<file path="src/rtl/bcd_rtc_pkg.sv">
package bcd_rtc_pkg;
  localparam int BYTE_W   = 8;
  localparam int NUM_REGS = 7;
  localparam int SEL_W    = $clog2(NUM_REGS + 1);

  typedef enum logic [SEL_W-1:0] {
    REG_SEC   = 3'd0,
    REG_MIN   = 3'd1,
    REG_HOUR  = 3'd2,
    REG_DATE  = 3'd3,
    REG_MONTH = 3'd4,
    REG_DOW   = 3'd5,
    REG_YEAR  = 3'd6
  } reg_sel_e;

  // Two-digit BCD increment; caller handles the wrap value.
  function automatic logic [7:0] bcd_next(input logic [7:0] v);
    if (v[3:0] >= 4'd9) return {v[7:4] + 4'd1, 4'd0};
    else                return {v[7:4], v[3:0] + 4'd1};
  endfunction

  // Multiple of four on a BCD year: even tens -> ones 0/4/8, odd tens -> 2/6.
  function automatic logic bcd_leap(input logic [7:0] yr);
    if (!yr[4]) return (yr[3:0] == 4'd0) || (yr[3:0] == 4'd4) || (yr[3:0] == 4'd8);
    else        return (yr[3:0] == 4'd2) || (yr[3:0] == 4'd6);
  endfunction

  function automatic logic [7:0] month_last_day(input logic [7:0] mon, input logic leap);
    case (mon)
      8'h02:                      return leap ? 8'h29 : 8'h28;
      8'h04, 8'h06, 8'h09, 8'h11: return 8'h30;
      default:                    return 8'h31;
    endcase
  endfunction
endpackage

</file>
<file path="src/rtl/bcd_rtc_time.sv">
module bcd_rtc_time
  import bcd_rtc_pkg::*;
(
  input  logic              clk,
  input  logic              rst,
  input  logic              adv_i,
  input  logic              wr_sec_i,
  input  logic              wr_min_i,
  input  logic              wr_hour_i,
  input  logic [BYTE_W-1:0] wr_data_i,
  output logic [BYTE_W-1:0] sec_o,
  output logic [BYTE_W-1:0] min_o,
  output logic [BYTE_W-1:0] hour_o,
  output logic              day_step_o
);
  logic [BYTE_W-1:0] sec_q, min_q, hour_q;
  logic [BYTE_W-1:0] sec_inc, min_inc, h24_inc, h12_inc, hour_next;
  logic sec_wrap, min_wrap, hour_step, hour_carry;

  always_comb begin
    sec_inc  = bcd_next({1'b0, sec_q[6:0]});
    min_inc  = bcd_next(min_q);
    h24_inc  = bcd_next({2'b00, hour_q[5:0]});
    h12_inc  = bcd_next({3'b000, hour_q[4:0]});
    sec_wrap = (sec_q[6:0] == 7'h59);
    min_wrap = (min_q == 8'h59);
    hour_carry = 1'b0;
    if (hour_q[7]) begin
      if (hour_q[4:0] == 5'h11) begin
        hour_next  = {2'b10, ~hour_q[5], 5'h12};
        hour_carry = hour_q[5];               // 11 PM -> 12 AM
      end else if (hour_q[4:0] == 5'h12) begin
        hour_next  = {2'b10, hour_q[5], 5'h01};
      end else begin
        hour_next  = h12_inc | {2'b10, hour_q[5], 5'h00};
      end
    end else if (hour_q[6:0] == 7'h23) begin
      hour_next  = 8'h00;
      hour_carry = 1'b1;
    end else begin
      hour_next  = h24_inc;
    end
    hour_step  = adv_i && sec_wrap && min_wrap;
    day_step_o = hour_step && hour_carry;
  end

  always_ff @(posedge clk) begin
    if (rst) begin
      sec_q  <= 8'h00;
      min_q  <= 8'h00;
      hour_q <= 8'h00;
    end else begin
      if (wr_sec_i)   sec_q <= wr_data_i;
      else if (adv_i) sec_q <= sec_wrap ? {sec_q[7], 7'h00} : (sec_inc | {sec_q[7], 7'h00});
      if (wr_min_i)               min_q <= wr_data_i;
      else if (adv_i && sec_wrap) min_q <= min_wrap ? 8'h00 : min_inc;
      if (wr_hour_i)      hour_q <= wr_data_i;
      else if (hour_step) hour_q <= hour_next;
    end
  end

  assign sec_o  = sec_q;
  assign min_o  = min_q;
  assign hour_o = hour_q;

  // minutes hold while seconds have not reached 59
  p_min_hold_r3: assert property (@(posedge clk) disable iff (rst)
    (adv_i && !sec_wrap && !wr_min_i) |=> $stable(min_q));
  // the 11 -> 12 step in 12-hour mode flips the PM flag
  p_pm_flip_r6: assert property (@(posedge clk) disable iff (rst)
    (hour_step && !wr_hour_i && hour_q[7] && hour_q[4:0] == 5'h11)
      |=> (hour_q[5] != $past(hour_q[5])));
  // counting never touches the halt bit
  p_halt_kept_r4: assert property (@(posedge clk) disable iff (rst)
    (adv_i && !wr_sec_i) |=> (sec_q[7] == $past(sec_q[7])));
endmodule

</file>
<file path="src/rtl/bcd_rtc_date.sv">
module bcd_rtc_date
  import bcd_rtc_pkg::*;
(
  input  logic              clk,
  input  logic              rst,
  input  logic              day_step_i,
  input  logic              wr_date_i,
  input  logic              wr_month_i,
  input  logic              wr_dow_i,
  input  logic              wr_year_i,
  input  logic [BYTE_W-1:0] wr_data_i,
  output logic [BYTE_W-1:0] date_o,
  output logic [BYTE_W-1:0] month_o,
  output logic [BYTE_W-1:0] dow_o,
  output logic [BYTE_W-1:0] year_o
);
  logic [BYTE_W-1:0] date_q, month_q, dow_q, year_q, last_day;
  logic leap, date_wrap, month_wrap, year_wrap;

  always_comb begin
    leap       = bcd_leap(year_q);
    last_day   = month_last_day(month_q, leap);
    date_wrap  = (date_q == last_day);
    month_wrap = (month_q == 8'h12);
    year_wrap  = (year_q == 8'h99);
  end

  always_ff @(posedge clk) begin
    if (rst) begin
      date_q  <= 8'h01;
      month_q <= 8'h01;
      dow_q   <= 8'h01;
      year_q  <= 8'h00;
    end else begin
      if (wr_date_i)       date_q <= wr_data_i;
      else if (day_step_i) date_q <= date_wrap ? 8'h01 : bcd_next(date_q);
      if (wr_month_i)                   month_q <= wr_data_i;
      else if (day_step_i && date_wrap) month_q <= month_wrap ? 8'h01 : bcd_next(month_q);
      if (wr_year_i) year_q <= wr_data_i;
      else if (day_step_i && date_wrap && month_wrap)
        year_q <= year_wrap ? 8'h00 : bcd_next(year_q);
      if (wr_dow_i)        dow_q <= wr_data_i;
      else if (day_step_i) dow_q <= (dow_q == 8'h07) ? 8'h01 : dow_q + 8'h01;
    end
  end

  assign date_o  = date_q;
  assign month_o = month_q;
  assign dow_o   = dow_q;
  assign year_o  = year_q;

  // every date step moves the day-of-week
  p_dow_moves_r10: assert property (@(posedge clk) disable iff (rst)
    (day_step_i && !wr_dow_i) |=> (dow_q != $past(dow_q)));
  // month holds unless the date wraps
  p_month_hold_r7: assert property (@(posedge clk) disable iff (rst)
    (!(day_step_i && date_wrap) && !wr_month_i) |=> $stable(month_q));
endmodule

</file>
<file path="src/rtl/bcd_rtc_calendar.sv">
module bcd_rtc_calendar
  import bcd_rtc_pkg::*;
(
  input  logic             clk,
  input  logic             rst,
  input  logic             tick_i,
  input  logic             wr_en_i,
  input  logic [2:0]       wr_addr_i,
  input  logic [7:0]       wr_data_i,
  input  logic [2:0]       rd_addr_i,
  output logic [7:0]       rd_data_o
);
  localparam int ALL_W = NUM_REGS * BYTE_W;

  logic [NUM_REGS-1:0] wr_strb;
  logic [BYTE_W-1:0]   sec, min, hour, date, month, dow, year;
  logic [ALL_W-1:0]    all_regs;
  logic                adv, day_step;
  logic [BYTE_W-1:0]   rd_q;

  for (genvar i = 0; i < NUM_REGS; i++) begin : g_wdec
    assign wr_strb[i] = wr_en_i && (wr_addr_i == SEL_W'(i));
  end

  // A write in this cycle discards the tick; a set halt bit blocks it.
  assign adv = tick_i && !sec[7] && !wr_en_i;

  bcd_rtc_time u_time (
    .clk(clk), .rst(rst), .adv_i(adv),
    .wr_sec_i(wr_strb[REG_SEC]), .wr_min_i(wr_strb[REG_MIN]), .wr_hour_i(wr_strb[REG_HOUR]),
    .wr_data_i(wr_data_i),
    .sec_o(sec), .min_o(min), .hour_o(hour), .day_step_o(day_step)
  );

  bcd_rtc_date u_date (
    .clk(clk), .rst(rst), .day_step_i(day_step),
    .wr_date_i(wr_strb[REG_DATE]), .wr_month_i(wr_strb[REG_MONTH]),
    .wr_dow_i(wr_strb[REG_DOW]), .wr_year_i(wr_strb[REG_YEAR]),
    .wr_data_i(wr_data_i),
    .date_o(date), .month_o(month), .dow_o(dow), .year_o(year)
  );

  assign all_regs = {year, dow, month, date, hour, min, sec};

  always_ff @(posedge clk) begin
    if (rst)                           rd_q <= 8'h00;
    else if (int'(rd_addr_i) < NUM_REGS) rd_q <= all_regs[int'(rd_addr_i)*BYTE_W +: BYTE_W];
    else                               rd_q <= 8'h00;
  end
  assign rd_data_o = rd_q;

  // with the halt bit set and no write, nothing moves
  p_halt_freeze_r4: assert property (@(posedge clk) disable iff (rst)
    (sec[7] && !wr_en_i) |=> $stable(all_regs));
  // a write elsewhere in a tick cycle leaves seconds untouched
  p_write_beats_tick_r11: assert property (@(posedge clk) disable iff (rst)
    (wr_en_i && wr_addr_i != 3'd0) |=> $stable(sec));
  // an in-range write lands at the next edge
  p_write_lands_r2: assert property (@(posedge clk) disable iff (rst)
    (wr_en_i && int'(wr_addr_i) < NUM_REGS)
      |=> (all_regs[int'($past(wr_addr_i))*BYTE_W +: BYTE_W] == $past(wr_data_i)));
endmodule

</file>
<file path="config.mk">
export PLATFORM = sky130hd
export DESIGN_NAME = bcd_rtc_calendar
export DESIGN_NICKNAME = d
export VERILOG_FILES = /design/src/rtl/bcd_rtc_pkg.sv /design/src/rtl/bcd_rtc_time.sv /design/src/rtl/bcd_rtc_date.sv /design/src/rtl/bcd_rtc_calendar.sv
export SDC_FILE = /design/constraint.sdc
export NUM_CORES = 1
export LEC_CHECK = 0
export ABC_CLOCK_PERIOD_IN_PS = 3350
export BUFFER_PORTS_ARGS = -buffer_cell sky130_fd_sc_hd__clkbuf_2
export CORE_ASPECT_RATIO = 0.7
export CORE_MARGIN = 2
export CORE_UTILIZATION = 50
export DETAILED_ROUTE_END_ITERATION = 10
export PLACE_DENSITY = 0.67
export RECOVER_POWER = 25
export SLEW_MARGIN = 10
export SYNTH_ARGS = -nofsm -noshare
export SYNTH_HDL_FRONTEND = slang
export SYNTH_HIERARCHICAL = 1
export SYNTH_SLANG_ARGS = --single-unit
</file>
<file path="constraint.sdc">
create_clock -name clk -period 3.35 [get_ports clk]
set_clock_uncertainty 0.2 [all_clocks]
set_input_delay 0.5025 -clock clk [delete_from_list [all_inputs] [get_ports clk]]
set_output_delay 0.5025 -clock clk [all_outputs]
set_load 0.01 [all_outputs]
</file>
==> results.cfg <==
[timing]
timing.fmax_mhz = 325.9
finalHoldViolCount = 0
setup_viol_count_final = 0
slew_headroom_pct = 39.62
rsz0062_at_grt = false
min_period_ns = 3.069
fin_crit_sh_pct = 91.60
fin_ws_ns = 0.2814
worst_pin_slew_ns = 0.9057
fin_tns_setup_ns = 0
worst_hold_slack_ns = 0.3059
drv_slew = 0

[setup_path]
r2r-start = u_date/month_o[0]$_SDFFE_PP1P_
slowest_stage = a2111oi_0
path_cells = inv_1 -> ha_1 -> o21ai_0 -> o21ai_1 -> a31oi_4 -> mux2i_1 -> o221ai_2 -> buf_4 -> a2111oi_0 -> a211oi_1
path_class = reg2reg
cp_top_family = compound AO/OA/AOI/OAI gates
startpoint = u_date/month_o[0]$_SDFFE_PP1P_
start_kind = flip-flop
critical_path_buf_inv_count = 2
critical-path-max-stage-delay_ns = 0.43
crit_arrival_ns = 3.04
crit_required_ns = 3.32
path_max_fanout = 11
endpoint_kind = flip-flop

[drt]
wire_per_inst_um = 19.93
drtIter0Drc = 670
ant_nets = 0
viasPerCell = 6.584
totalWireLength_um = 15230
drtPass1Iterations = 5
vias = 5030
drc = 0

[cts]
cts_buffers = 9
clock_latency_ns = 0.34
root_buffer = clkbuf_16
clk_pin_slew_ns = 0.06
post_cts_buffers = 0
cts_sinks = 64
cts_buffer_depth = 2
cts_tree = yes
htreeDepth = 3

[synthesis]
synth_top_family_by_area = compound AO/OA/AOI/OAI gates
synth_top_area_cell = dfxtp_1
syn_avg_cell_area_um2 = 8.136
yosysTopAreaCellShare_pct = 25.44
synthArstFlopShare_pct = 0
postSynthCellCount = 619
yosysWarningCount = 6
synthesis.nets = 673
yosys-top-cells-count = 67 x nor2_1, 64 x dfxtp_1, 43 x nand2_1, 38 x inv_1, 36 x ha_1
synth-edff-count = 0
synth_area_um2 = 5036
synthAdderAreaFrac_pct = 8.944
synth.most_common_cell = nor2_1
synth_mux_area_share_pct = 7.006
synth_compound_area_share_pct = 26.16
synthFlopType = dfxtp_1
synthDistinctLibCells = 82
synth_xor_area_share_pct = 1.888
yosys.area_share.simple_pct = 23.85
synth-seq-cells = 64
synth_area_leaders = dfxtp_1 25%, ha_1 8.9%, nor2_1 5.0%
synth_seq_area_share_pct = 25.44

[floorplanning]
pin_count = 26
initial_core_util_pct = 51.60
core.rowCount = 30
die_h_um = 87.97
core_area_um2 = 9759
dieArea_um2 = 10900
die_w_um = 124.0

[placement]
place_ws_ns = 0.1721
port_buffers = 25
dpl.hpwl_um = 11090
place_congestion = 0.9560

[run]
drv_cap = 0

[finish]
diodes = 0
areaGrowthSynthToFinish_pct = 10.41
nets = 685
layout-drive-gt1-share_pct = 11.95

[status]
status = finished clean

[grt]
grt_util_all_layers_pct = 28.62
antenna_found_initial = 0
grt_pass1_vias = 4403
overflow = 0
grt_pass1_wl_um = 24020
grt_max_degree = 30

[power]
leakage_nw = 2.034
ir_drop_mv = 0.2877
power.density_nw_per_um2 = 365.7

[worst_hold_path]
min-delay-start = wr_data_i[4]
hp-class = in2reg
-- final timing paths --
check                              endpoint  slack [ns]  cells past startpoint
max          u_date/month_o[0]$_SDFFE_PP1P_        0.28                     10
min           u_date/date_o[4]$_SDFFE_PP0P_        0.31                      3
max reg2reg  u_date/month_o[0]$_SDFFE_PP1P_        0.28                     10
min reg2reg   u_date/year_o[7]$_SDFFE_PP0P_        0.34                      2
-- per-stage QoR --
step / util, % / power (mW) / cells / instance area, µm²
after floorplan: - / 1.015 / 619 / 5036
after global placement: 54.05 / 1.094 / 748 / 5275
after detailed placement: 54.05 / 1.101 / 748 / 5275
after CTS: 57.09 / 2.040 / 764 / 5572
after global routing: 56.97 / 2.102 / 764 / 5560
final: 56.97 / 2.033 / 764 / 5560
-- report_power, final --
group | internal (mW) | switching [mW]
clock network | 0.577 | 0.365
registers | 0.789 | 0.0442
logic | 0.102 | 0.157
-- repair_timing --
| action | CTS | global route |
|---|---|---|
| endpoints found under the hold margin | 0 | 0 |
| gates resized for setup | 0 | 1 |
| setup endpoints to repair | 0 | 1 |
| hold buffers | 0 | 0 |
-- worst register-to-register path, cell delays in order, from the launching register on --
cell       delay, ns
dfxtp_2         0.41
inv_1           0.10
ha_1            0.27
o21ai_0         0.19
o21ai_1         0.11
a31oi_4         0.33
mux2i_1         0.33
o221ai_2        0.22
buf_4           0.23
a2111oi_0       0.44
a211oi_1        0.09
-- cell usage in the layout (no fill, tap or decap), drive strengths merged, types with 3 or more instances in the layout --
cell type	instances
nor2	68
dfxtp	64
nand2	44
inv	39
ha	36
a21oi	34
clkbuf	34
a211oi	26
o21ai	24
buf	18
nand3	18
nor3	18
mux2i	15
a221oi	14
nand4	12
o31ai	12
a31oi	11
nor4	11
nor2b	10
nand2b	9
nor3b	9
a2bb2oi	9
mux4	8
a2111oi	7
xnor2	6
o22ai	5
and3	5
clkinv	5
a41oi	4
xor2	4
or4	4
o41ai	3
o31a	3
o211ai	3
nand3b	3
a21o	3
nor4b	3
-- sequential cells by signal, summed over array words and instances (netlist names) --
name	cells
rd_data_o	8
u_date/date_o	8
u_date/dow_o	8
u_date/month_o	8
u_date/year_o	8
u_time/hour_o	8
u_time/min_o	8
u_time/sec_o	8
-- metal layers --
metal / part of all wire [%] / track usage (%) / up-vias
met5: 0 / 0 / -
met4: 1.9 / 7.048 / 0
met3: 9.4 / 5.339 / 27
met2: 41 / 39.96 / 258
met1: 48 / 44.70 / 2396
li1: - / - / 2349
-- area by class of cell --
| type | instances | area [µm²] |
|---|---|---|
| Sequential cell | 64 | 1282 |
| Multi-Input combinational cell | 475 | 3431 |
| Fill cell | 918 | 4199 |
| Tap cell | 128 | 160.2 |
| Inverter | 38 | 142.6 |
| Clock buffer | 9 | 225.2 |
| Clock inverter | 7 | 71.32 |
| Timing Repair Buffer | 43 | 247.7 |
-- cell families (layout without fill, tap and decap cells) --
kind of cell,after synthesis,after routing
AND/OR/NAND/NOR,228,228
AO/OA/AOI/OAI,178,178
buffers and inverters,80,97
flip-flops,64,64
adder cells (fa/ha/maj),36,36
multiplexers,23,23
XOR/XNOR,10,10
(Power assumes the default switching activity.)
